===== src/rtl/tone_pkg.sv =====
package tone_pkg;

  localparam int unsigned TABLE_NOTES = 31;

  // equal-tempered pitch in centihertz, index 0 = 415.30 Hz
  function automatic longint unsigned note_centihz(input int unsigned idx);
    case (idx)
      0:  return 41530;   1:  return 44000;   2:  return 46616;   3:  return 49388;
      4:  return 52325;   5:  return 55437;   6:  return 58733;   7:  return 62225;
      8:  return 65926;   9:  return 69846;   10: return 73999;   11: return 78399;
      12: return 83061;   13: return 88000;   14: return 93233;   15: return 98777;
      16: return 104650;  17: return 110873;  18: return 117466;  19: return 124451;
      20: return 131851;  21: return 139691;  22: return 147998;  23: return 156798;
      24: return 166122;  25: return 176000;  26: return 186466;  27: return 197553;
      28: return 209300;  29: return 221746;  30: return 234932;
      default: return 41530;
    endcase
  endfunction

  // round(clk_hz / (2 f))
  function automatic int unsigned half_count(input longint unsigned clk_hz,
                                             input int unsigned idx);
    longint unsigned f;
    f = note_centihz(idx);
    return int'((clk_hz * 100 + f) / (2 * f));
  endfunction

endpackage


===== src/rtl/tone_lut.sv =====
module tone_lut #(
  parameter longint unsigned CLK_HZ    = 50_000_000,
  parameter int unsigned     NUM_NOTES = 31,
  parameter int unsigned     IDX_W     = 5,
  parameter int unsigned     CNT_W     = 16
) (
  input  logic [IDX_W-1:0] note_i,
  output logic [CNT_W-1:0] half_o,
  output logic             known_o
);
  localparam int unsigned TBL_LEN = 2 ** IDX_W;

  logic [CNT_W-1:0] tbl [TBL_LEN];

  for (genvar g = 0; g < TBL_LEN; g++) begin : g_tbl
    if (g < NUM_NOTES) begin : g_note
      assign tbl[g] = CNT_W'(tone_pkg::half_count(CLK_HZ, g));
    end else begin : g_pad
      assign tbl[g] = '0;
    end
  end

  assign half_o  = tbl[note_i];
  assign known_o = {1'b0, note_i} < (IDX_W+1)'(NUM_NOTES);

endmodule


===== src/rtl/tone_track.sv =====
module tone_track #(
  parameter int unsigned IDX_W = 5
) (
  input  logic             clk_i,
  input  logic             rst_ni,
  input  logic [IDX_W-1:0] note_i,
  input  logic             play_i,
  output logic             restart_o
);
  logic [IDX_W-1:0] note_q;
  logic             play_q;

  always_ff @(posedge clk_i or negedge rst_ni) begin
    if (!rst_ni) begin
      note_q <= '0;
      play_q <= 1'b0;
    end else begin
      note_q <= note_i;
      play_q <= play_i;
    end
  end

  // new tone: first playing cycle, or index moved
  assign restart_o = play_i && (!play_q || (note_i != note_q));

endmodule


===== src/rtl/tone_counter.sv =====
module tone_counter #(
  parameter int unsigned CNT_W = 16
) (
  input  logic             clk_i,
  input  logic             rst_ni,
  input  logic             play_i,
  input  logic             restart_i,
  input  logic [CNT_W-1:0] half_i,
  output logic [CNT_W-1:0] cnt_o,
  output logic             wave_o
);
  logic [CNT_W-1:0] cnt_q;
  logic             wave_q;
  logic             term;

  assign term = (cnt_q == half_i - 1'b1);

  always_ff @(posedge clk_i or negedge rst_ni) begin
    if (!rst_ni) begin
      cnt_q  <= '0;
      wave_q <= 1'b0;
    end else if (!play_i || restart_i) begin
      cnt_q  <= '0;
      wave_q <= 1'b0;
    end else if (term) begin
      cnt_q  <= '0;
      wave_q <= ~wave_q;
    end else begin
      cnt_q  <= cnt_q + 1'b1;
    end
  end

  assign cnt_o  = cnt_q;
  assign wave_o = wave_q;

endmodule


===== src/rtl/tone_gen.sv =====
module tone_gen #(
  parameter longint unsigned CLK_HZ    = 50_000_000,
  parameter int unsigned     NUM_NOTES = 31,
  localparam int unsigned    IDX_W     = $clog2(NUM_NOTES + 1),
  localparam int unsigned    CNT_W     = $clog2(tone_pkg::half_count(CLK_HZ, 0) + 1)
) (
  input  logic             clk_i,
  input  logic             rst_ni,
  input  logic [IDX_W-1:0] note_i,
  input  logic             note_en_i,
  output logic             wave_o
);
  logic [CNT_W-1:0] half;
  logic [CNT_W-1:0] cnt_q;
  logic             known;
  logic             play;
  logic             restart;

  tone_lut #(
    .CLK_HZ   (CLK_HZ),
    .NUM_NOTES(NUM_NOTES),
    .IDX_W    (IDX_W),
    .CNT_W    (CNT_W)
  ) u_lut (
    .note_i (note_i),
    .half_o (half),
    .known_o(known)
  );

  assign play = note_en_i && known;

  tone_track #(
    .IDX_W(IDX_W)
  ) u_track (
    .clk_i    (clk_i),
    .rst_ni   (rst_ni),
    .note_i   (note_i),
    .play_i   (play),
    .restart_o(restart)
  );

  tone_counter #(
    .CNT_W(CNT_W)
  ) u_ctr (
    .clk_i    (clk_i),
    .rst_ni   (rst_ni),
    .play_i   (play),
    .restart_i(restart),
    .half_i   (half),
    .cnt_o    (cnt_q),
    .wave_o   (wave_o)
  );

endmodule


===== config.mk =====
export PLATFORM = sky130hd
export DESIGN_NAME = tone_gen
export DESIGN_NICKNAME = d
export VERILOG_FILES = /design/src/rtl/tone_pkg.sv /design/src/rtl/tone_lut.sv /design/src/rtl/tone_track.sv /design/src/rtl/tone_counter.sv /design/src/rtl/tone_gen.sv
export SDC_FILE = /design/constraint.sdc
export NUM_CORES = 1
export LEC_CHECK = 0
export BUFFER_PORTS_ARGS = -buffer_cell sky130_fd_sc_hd__buf_2
export CORE_ASPECT_RATIO = 0.75
export CORE_MARGIN = 5
export CORE_UTILIZATION = 50
export CTS_CLUSTER_SIZE = 25
export DETAILED_ROUTE_END_ITERATION = 7
export GPL_TIMING_DRIVEN = 0
export PLACE_DENSITY = 0.71
export RECOVER_POWER = 100
export SYNTH_ARGS = -nofsm -noshare
export SYNTH_HDL_FRONTEND = slang
export SYNTH_SLANG_ARGS = --single-unit

===== constraint.sdc =====
create_clock -name clk_i -period 4.95 [get_ports clk_i]
set_clock_uncertainty 0.05 [all_clocks]
set_input_delay 1.2375 -clock clk_i [delete_from_list [all_inputs] [get_ports clk_i]]
set_output_delay 1.2375 -clock clk_i [all_outputs]
set_load 0.03 [all_outputs]

==> results.py <==
metrics = {
    "logic_synthesis": {
        "synthMuxAreaShare_pct": 7.47,
        "synth_simple_gate_area_share_pct": 31.2,
        "syn_avg_cell_area_um2": 8.79,
        "yosys_warnings": 0,
        "async_reset_ff_share_pct": 100,
        "synth_compound_gate_area_share_pct": 19.6,
        "ys_seq_area_share_pct": 20.3,
        "synth_seq_cells": 23,
        "synth_ff_type": "dfrtp_1",
        "synth_edf_count": 0,
        "yosys.area_share.xor_xnor_pct": 10.5,
        "synth_top_family_by_area": "simple AND/OR/NAND/NOR gates",
        "syn_area_mm2": 0.00283,
        "synth_fa_ha_area_share_pct": 4.42,
        "synthesis.nets": 340,
        "synth.distinct_cells": 78,
        "synth_cells": 322,
    },
    "floorplanning": {
        "die_x_um": 96.9,
        "die_y_um": 75.2,
        "core_area_mm2": 0.00541,
        "ios": 9,
        "die_area_mm2": 0.00728,
        "num_rows": 23,
        "start_util_pct": 52.3,
    },
    "critical_path": {
        "path_buf_inv": 3,
        "cp_num_cells": 15,
        "crit_type": "primary input to register",
        "critPathSlowestCell": "nor4_2",
        "cp-end-kind": "register",
        "slowest_delay_ps": 350,
        "critical_path_arrival_ps": 4860,
        "reg2reg_depth": 6,
        "critical_path.max_fanout": 10,
        "start_kind": "primary input",
        "crit_chain": "buf_2 -> clkbuf_4 -> inv_1 -> ha_2 -> or2_1 -> a21o_1 -> a221oi_4 -> ha_4 -> o211a_1 -> and3_1 -> nand3_1 -> xnor2_1 -> nand4_1 -> nor4_2 -> mux2_1",
        "endpoint": "u_ctr.wave_o",
        "r2r_setup_slack_ps": 2800,
        "crit_required_ps": 5060,
        "reg2reg_from": "u_ctr.cnt_o[7]",
        "r2r_end": "u_ctr.wave_o",
        "crit_family": "simple AND/OR/NAND/NOR gates",
        "crit_start": "note_i[1]",
    },
    "grt": {
        "track_usage_pct": 20.9,
        "grt_pass1_vias": 2509,
        "grt_max_degree": 24,
        "antenna_found_initial": 0,
        "grt_pass1_wl_um": 12400,
        "gr-total-overflow": 0,
    },
    "cts": {
        "hold_buffers": 0,
        "h-tree-depth": 1,
        "clock-sinks": 23,
        "cts_buffers": 3,
        "clockBufferDepth": 2,
        "clk_pin_slew_ps": 80,
        "cts_tree": "built",
        "cts_root_buf": "clkbuf_8",
        "insertion_delay_ps": 270,
    },
    "detailed_routing": {
        "vias": 2536,
        "postRouteWirelength_um": 7230,
        "firstDrtPassIters": 4,
        "vias_per_cell": 6.19,
        "wl_per_cell_um": 17.6,
        "ant_nets": 0,
        "drc_errors": 0,
        "drt-initial-drc-count": 240,
    },
    "power": {
        "power.density_mw_per_mm2": 176,
        "p_leak_uw": 0.00118,
        "finalPower_uw": 530,
        "ir_drop_mv": 0.0888,
    },
    "finish": {
        "drive_above_1_share_pct": 18.8,
        "insertedDiodeCount": 0,
        "area_growth_pct": 6.72,
        "nets": 354,
        "nFillCells": 516,
    },
    "timing": {
        "setup_viol": 0,
        "setup_ws_ps": 200,
        "worst_pin_slew_ps": 1230,
        "post-route-period-util_pct": 96.0,
        "report.final.slew_viol_count": 0,
        "rsz0062_at_grt": "false",
        "hold_viol_final": 0,
        "tns_ps": 0,
        "min_period_ps": 4750,
        "slew_headroom_pct": 18.0,
        "max_clock_freq_mhz": 211,
    },
    "flow_run": {
        "maxCapViolations": 0,
    },
    "placement": {
        "gp_congestion": 0.985,
        "io_buffers": 8,
        "pre_cts_slack_ps": -413,
        "hpwlAfterDp_um": 5540,
    },
    "min_path": {
        "hold_class": "register to register",
    },
    "outcome": {
        "status": "completed",
    },
}
what timing repair did:
action	in CTS	in global routing
hold endpoints to repair	0	0
buffers inserted	1	0
endpoints found under the setup margin	10	17
gates cloned	0	0
pin swaps	1	1
resized for setup	1	9
power breakdown:
part | leakage [uW] | total (uW) | switching (uW) | internal, uW
registers | 0.000308 | 191 | 1.14 | 190
clock network | 0.0000217 | 121 | 63.9 | 57.0
logic | 0.000852 | 218 | 129 | 88.7
flip-flops by register name, summed over array words and instances, names as in the netlist:
register        count
u_ctr.wave_o        1
u_track.play_q      1
u_ctr.cnt_o        16
u_track.note_q      5
Yosys cell counts (5+ instances only):
library cell	number	area [um^2]
nand4_1	5	31.3
nor3_2	11	110
a21oi_1	12	60.1
nand3_1	15	75.1
ha_1	10	125
nor2b_1	8	50.1
a31oi_1	5	31.3
clkbuf_1	5	18.8
o21ai_0	7	35.0
nor2_1	21	78.8
nand2b_1	10	62.6
xnor2_1	21	184
mux2i_1	7	70.1
dfrtp_1	23	576
nor4_1	5	31.3
and4_1	5	43.8
xor2_1	13	114
nand2_1	15	56.3
and3_1	6	37.5
buf_2	5	25.0
nor3_1	10	50.1
inv_1	13	48.8
o211ai_1	6	45.0
worst min-delay path by stage:
stage | from | depth (start not counted) | slack, ps | endpoint
after CTS | u_ctr.cnt_o[15] | 2 | 550 | u_ctr.cnt_o[15]
final | u_ctr.cnt_o[15] | 2 | 540 | u_ctr.cnt_o[15]
after detailed placement | u_ctr.cnt_o[15] | 2 | 530 | u_ctr.cnt_o[15]
after floorplan | u_ctr.cnt_o[0] | 1 | 480 | u_ctr.cnt_o[0]
after global routing | u_ctr.cnt_o[0] | 1 | 580 | u_ctr.cnt_o[0]
after global placement | u_ctr.cnt_o[15] | 2 | 530 | u_ctr.cnt_o[15]
final cells by class:
cell class	instances	area (um^2)	area share [%]
buffer	19	136	4.51
clock buffer	3	41.3	1.37
clock inverter	1	7.51	0.248
inverter	13	48.8	1.61
multi-input combinational	267	2080	68.7
sequential	23	576	19.0
tap	75	93.8	3.11
timing repair buffer	9	41.3	1.37
per-stage QoR:
step | hold slack [ps] | area, um^2 | instances | utilization [%]
finish | 545 | 3020 | 410 | 55.9
global route | 584 | 3020 | 410 | 55.9
CTS | 548 | 3030 | 410 | 56.0
detailed placement | 528 | 2970 | 405 | 54.8
global placement | 532 | 2970 | 405 | 54.8
floorplan | 484 | 2830 | 322 | -
cells in the final DEF (no fill, tap or decap), types with 12 or more instances in the layout:
master,netlist,routed
nor3_1,10,17
xor2_1,13,13
nand3_1,15,15
nor2_1,21,21
a21oi_1,12,12
inv_1,13,13
xnor2_1,21,21
dfrtp_1,23,23
nand2_1,15,15
layer usage:
| layer | global-route usage, % | vias to the layer above | wire (um) | part of all wire (%) |
|---|---|---|---|---|
| li1 | - | 1215 | - | - |
| met1 | 30.3 | 1219 | 3640 | 50 |
| met2 | 32.9 | 91 | 3070 | 42 |
| met3 | 2.87 | 11 | 413 | 5.7 |
| met4 | 5.92 | 0 | 108 | 1.5 |
| met5 | 0 | - | 0 | 0 |
worst register-to-register path: stages (launching register included):
cell	delay (ps)
dfrtp_1	450
xnor2_1	170
and4_1	220
nor4_2	240
nand4_1	220
nor4_2	350
mux2_1	340
kinds of logic (layout without fill, tap and decap cells):
kind of cell,count (synthesis),after routing
flops,23,23
buf+inv,32,45
xor+xnor,34,34
fa+ha+maj,10,10
compound gates,68,68
simple gates,138,138
mux,17,17
Power figures use the tool's default switching activity.
